**src/rtl/insn_decoder.sv**
```systemverilog
module insn_decoder #(
  parameter int WIN_BYTES = 13,
  parameter int MAX_OP    = 49
) (
  input  logic                   clk,
  input  logic                   rst_n,
  input  logic                   in_valid,
  input  logic [8*WIN_BYTES-1:0] in_bytes,
  output logic                   out_valid,
  output logic [7:0]             out_opcode,
  output logic [2:0]             out_fmt,
  output logic [3:0]             out_len,
  output logic [7:0]             out_ra,
  output logic [7:0]             out_rb,
  output logic [7:0]             out_rc,
  output logic [7:0]             out_rd,
  output logic [63:0]            out_imm64,
  output logic [15:0]            out_imm16,
  output logic                   out_trap
);

  localparam logic [2:0] F_NONE = 3'd0, F_R2 = 3'd1, F_R3 = 3'd2, F_R4 = 3'd3,
                         F_RD = 3'd4, F_RRD = 3'd5, F_RRDH = 3'd6, F_D = 3'd7;

  logic [7:0] bt [WIN_BYTES];
  for (genvar g = 0; g < WIN_BYTES; g++) begin : g_split
    assign bt[g] = in_bytes[8*g +: 8];
  end

  wire [7:0] op  = bt[0];
  wire       bad = (int'(op) > MAX_OP);

  logic [2:0]  fmt_c;
  logic [3:0]  len_c, ioff_c;
  logic [2:0]  nreg_c;
  logic [7:0]  reg_c [4];
  logic [63:0] imm_c;
  logic [15:0] imh_c;

  always_comb begin
    fmt_c = F_NONE;
    if (!bad) begin
      case (op) inside
        [8'd1:8'd11], 8'd31, [8'd40:8'd42]:                    fmt_c = F_R3;
        8'd12, 8'd43, 8'd44:                                   fmt_c = F_R4;
        [8'd13:8'd14], [8'd25:8'd26], [8'd45:8'd47]:           fmt_c = F_R2;
        [8'd15:8'd24], 8'd30, [8'd33:8'd38], [8'd48:8'd49]:    fmt_c = F_RRD;
        8'd27, 8'd32:                                          fmt_c = F_RD;
        [8'd28:8'd29]:                                         fmt_c = F_RRDH;
        default:                                               fmt_c = F_NONE;
      endcase
    end
  end

  always_comb begin
    case (fmt_c)
      F_R2:    begin len_c = 4'd3;  nreg_c = 3'd2; ioff_c = 4'd0; end
      F_R3:    begin len_c = 4'd4;  nreg_c = 3'd3; ioff_c = 4'd0; end
      F_R4:    begin len_c = 4'd5;  nreg_c = 3'd4; ioff_c = 4'd0; end
      F_RD:    begin len_c = 4'd10; nreg_c = 3'd1; ioff_c = 4'd2; end
      F_RRD:   begin len_c = 4'd11; nreg_c = 3'd2; ioff_c = 4'd3; end
      F_RRDH:  begin len_c = 4'd13; nreg_c = 3'd2; ioff_c = 4'd3; end
      F_D:     begin len_c = 4'd9;  nreg_c = 3'd0; ioff_c = 4'd1; end
      default: begin len_c = 4'd1;  nreg_c = 3'd0; ioff_c = 4'd0; end
    endcase
  end

  always_comb begin
    for (int i = 0; i < 4; i++)
      reg_c[i] = (3'(i) < nreg_c) ? bt[4'(i + 1)] : 8'h00;
    imm_c = '0;
    if (ioff_c != 4'd0)
      for (int k = 0; k < 8; k++)
        imm_c[8*k +: 8] = bt[ioff_c + 4'(k)];
  end

  assign imh_c = (fmt_c == F_RRDH) ? {bt[12], bt[11]} : 16'h0000;

  always_ff @(posedge clk) begin
    if (!rst_n) begin
      out_valid  <= 1'b0;
      out_opcode <= '0;
      out_fmt    <= '0;
      out_len    <= '0;
      out_ra     <= '0;
      out_rb     <= '0;
      out_rc     <= '0;
      out_rd     <= '0;
      out_imm64  <= '0;
      out_imm16  <= '0;
      out_trap   <= 1'b0;
    end else begin
      out_valid <= in_valid;
      if (in_valid) begin
        out_opcode <= op;
        out_fmt    <= fmt_c;
        out_len    <= len_c;
        out_ra     <= reg_c[0];
        out_rb     <= reg_c[1];
        out_rc     <= reg_c[2];
        out_rd     <= reg_c[3];
        out_imm64  <= imm_c;
        out_imm16  <= imh_c;
        out_trap   <= bad;
      end
    end
  end

endmodule

```
**config.mk**
```make
export PLATFORM = sky130hd
export DESIGN_NAME = insn_decoder
export DESIGN_NICKNAME = d
export VERILOG_FILES = /design/src/rtl/insn_decoder.sv
export SDC_FILE = /design/constraint.sdc
export NUM_CORES = 1
export LEC_CHECK = 0
export BUFFER_PORTS_ARGS = -buffer_cell sky130_fd_sc_hd__clkbuf_2
export CAP_MARGIN = 5
export CORE_UTILIZATION = 25
export CTS_BUF_LIST = sky130_fd_sc_hd__clkbuf_4 sky130_fd_sc_hd__clkbuf_8 sky130_fd_sc_hd__clkbuf_16
export CTS_CLUSTER_SIZE = 25
export DETAILED_ROUTE_END_ITERATION = 10
export GPL_TIMING_DRIVEN = 0
export PLACE_DENSITY = 0.5
export SKIP_CTS_REPAIR_TIMING = 1
export SYNTH_ARGS = -nofsm -noshare
export SYNTH_HDL_FRONTEND = slang
export SYNTH_SLANG_ARGS = --single-unit
export TNS_END_PERCENT = 30
```
**constraint.sdc**
```tcl
create_clock -name clk -period 7.13 [get_ports clk]
set_input_delay 0.713 -clock clk [delete_from_list [all_inputs] [get_ports clk]]
set_output_delay 0.713 -clock clk [all_outputs]
set_load 0.05 [all_outputs]
```
==> results.yml <==
synthesis:
  synth_top_area_cell: "dfxtp_1"
  synthTopCellsByCount: "dfxtp_1 (129), mux2i_1 (91), nand2_1 (84)"
  syn-cell-area_mm2: 0.00720
  synth_top_area_frac: 0.359
  synth_top_cells_by_area: "dfxtp_1 (36%), mux2i_1 (13%), a22o_1 (5.8%)"
  syn_inst: 777
  syn_area_per_cell_um2: 9.27
  yosysUniqueCellTypes: 57
  yosys_warnings: 0
  seq_area_frac_synth: 0.359
  dominantRegCellSynth: "dfxtp_1"
  ys_ff_latch: 129
  synth_edf_count: 0
  synth_most_common_cell: "dfxtp_1"
  async_reset_ff_frac: 0
  syn-num-nets: 891
clock_network:
  cts.path.max_buffers: 2
  cts_num_sinks: 129
  path_clk_slew_ns: 0.06
  cts_tree: "built"
  root_buffer: "clkbuf_16"
  cts-htree-levels: 4
  cts_buffers: 17
  clock_latency_ns: 0.43
place:
  place.gp.congestion: 0.902
  portBuffers: 233
  dp.cells: 1388
  place_hpwl_um: 25900
critical_path:
  cpPeakStageDelay_ns: 0.62
  critPathMostFrequentCell: "buf_2"
  worstPathRequired_ns: 7.48
  endpoint_kind: "register"
  worst-setup-path-type: "in -> reg"
  crit_path_max_fanout: 10
  cp_slowest_cell: "o32ai_2"
  critPathArrivalTime_ns: 7.09
  critPathLaunchType: "input pin"
  path_cells: "clkbuf_2 > buf_2 > or2_2 > mux2_2 > o32ai_2 > nor2_2 > clkbuf_4 > clkbuf_4 > o21a_1 > ha_1 > nor3_4 > a31oi_4 > buf_2 > buf_4 > buf_2 > ha_1 > clkbuf_1 > clkbuf_2 > clkbuf_1 > nor3_1 > mux2i_1 > o211ai_1 > o2111ai_1"
floorplan:
  die-width_um: 172
  die-area_mm2: 0.0295
  die_h_um: 172
  num_rows: 61
  io_pins: 236
  initial_core_util: 0.256
  core_area_mm2: 0.0281
cells_and_area:
  fillerInstances: 3027
  ff_latch_area_mm2: 0.00258
  num-nets-final: 1143
  syn2layout_area_growth_pct: 32.1
  stdcell_count: 1423
  layout-drive-gt1-share: 0.305
  multi_input_area_mm2: 0.00429
grt:
  track_usage: 0.222
  grt_pass1_vias: 7028
  antenna_found_initial: 6
  grt.overflow.total: 0
  grt_pass1_wl_um: 46700
  grt_max_degree: 17
sta:
  rsz0062_at_grt: "false"
  relSlewSlack: 0.316
  finalHoldViolCount: 0
  finalMaxSlewViolations: 0
  clock_skew_ns: 0
  tightest_slew_ns: 1.02
  min_period_over_period: 0.946
  fin_crit_ns: 6.74
  finalSetupViolCount: 0
  fmax_mhz: 148
drt:
  drt_iter0_drc: 772
  vias: 7498
  antenna_left: 0
  wl_um: 33400
  drc: 0
  dr.pass1.iters: 5
  vias_per_cell: 5.27
  avgRoutedWirePerCell_um: 23.5
hold_path:
  hp-class: "reg -> reg"
power_and_ir_drop:
  power_density_mw_per_mm2: 218
  vdd_drop_max_mv: 0.157
  p_leak_nw: 4.12
  power.total_mw: 2.07
run:
  timing.max_cap.violations: 0
status:
  status: "finished clean"
[cells in the final DEF, fill, tap and decap left out, drive strengths merged, types with 5 or more instances in the layout]
cell / count
o211ai: 19
and2: 12
inv: 11
ha: 7
o221ai: 32
mux2: 5
nor2b: 10
and3: 5
nor2: 56
a22o: 48
a21oi: 16
clkbuf: 304
nand2: 84
o21ai: 10
a211oi: 6
buf: 22
a31oi: 14
nand3: 13
a2bb2oi: 8
mux2i: 91
mux4: 18
a21o: 9
a221o: 21
or3: 5
dfxtp: 129
nor3: 29
o2111ai: 5
or4: 7
[power by group]
part	internal (mW)	total, mW	switching [mW]
Sequential	0.740	0.751	0.0107
Combinational	0.125	0.397	0.272
Clock	0.583	0.926	0.343
Total	1.45	2.07	0.626
[state kept, by name (all words and copies together), names as in the netlist]
| name | cells |
|---|---|
| out_trap | 1 |
| out_imm16 | 16 |
| out_rb | 8 |
| out_valid | 1 |
| out_fmt | 3 |
| out_rc | 8 |
| out_ra | 8 |
| out_opcode | 8 |
| out_len | 4 |
| out_imm64 | 64 |
| out_rd | 8 |
[final timing paths]
path / from / to / slack [ns] / depth (start not counted)
worst max-delay path: in_bytes[4] / out_imm64[29] / 0.39 / 23
worst min-delay path: out_imm64[51] / out_imm64[51] / 0.47 / 2
worst max register to register: out_imm64[58] / out_imm64[58] / 6.31 / 2
worst min register to register: out_imm64[51] / out_imm64[51] / 0.47 / 2
[per-layer routing]
layer	track usage	vias to the layer above	wire, um
li1	-	3487	-
met1	0.285	3617	14500
met2	0.335	341	14700
met3	0.0746	49	3140
met4	0.0970	4	1040
met5	0	-	21
[cell families (layout without fill, tap and decap cells)]
| group | Yosys count | in the layout | synth area share |
|---|---|---|---|
| simple gates | 232 | 232 | 0.149 |
| compound gates | 210 | 210 | 0.237 |
| flops | 129 | 129 | 0.359 |
| mux | 114 | 114 | 0.191 |
| buf+inv | 83 | 347 | 0.0497 |
| fa+ha+maj | 8 | 8 | 0.0136 |
| xor+xnor | 1 | 1 | 0.00122 |
| other cells | 0 | 4 | 0 |
[area by class of cell]
cell class,instances,area share
Buffer,70,0.0335
Tap cell,378,0.0497
Clock inverter,9,0.0138
Timing Repair Buffer,234,0.123
Antenna cell,4,0.00105
Sequential cell,129,0.272
Multi-Input combinational cell,565,0.451
Inverter,12,0.00513
Clock buffer,22,0.0506
[stage by stage]
stage	hold WS, ns	instance area, um^2	TNS (ns)	setup slack, ns	util
after floorplan	0.676	7200	0	0.890	-
after global placement	0.441	8840	-46.47	-1.71	0.315
after detailed placement	0.446	8850	-44.82	-1.69	0.315
after CTS	0.466	9460	-28.80	-1.26	0.337
after global routing	0.484	9510	0	0.0846	0.339
final	0.467	9510	0	0.386	0.339
[worst max-delay path: cells and delay by family]
kind | cells | cell delay (ns)
AND/OR/NAND/NOR | 4 | 1.05
multiplexers | 2 | 0.50
adder cells (fa/ha/maj) | 2 | 0.59
AO/OA/AOI/OAI | 5 | 1.35
buffers and inverters | 10 | 2.85
No activity file was read; power rests on OpenSTA's default activity.
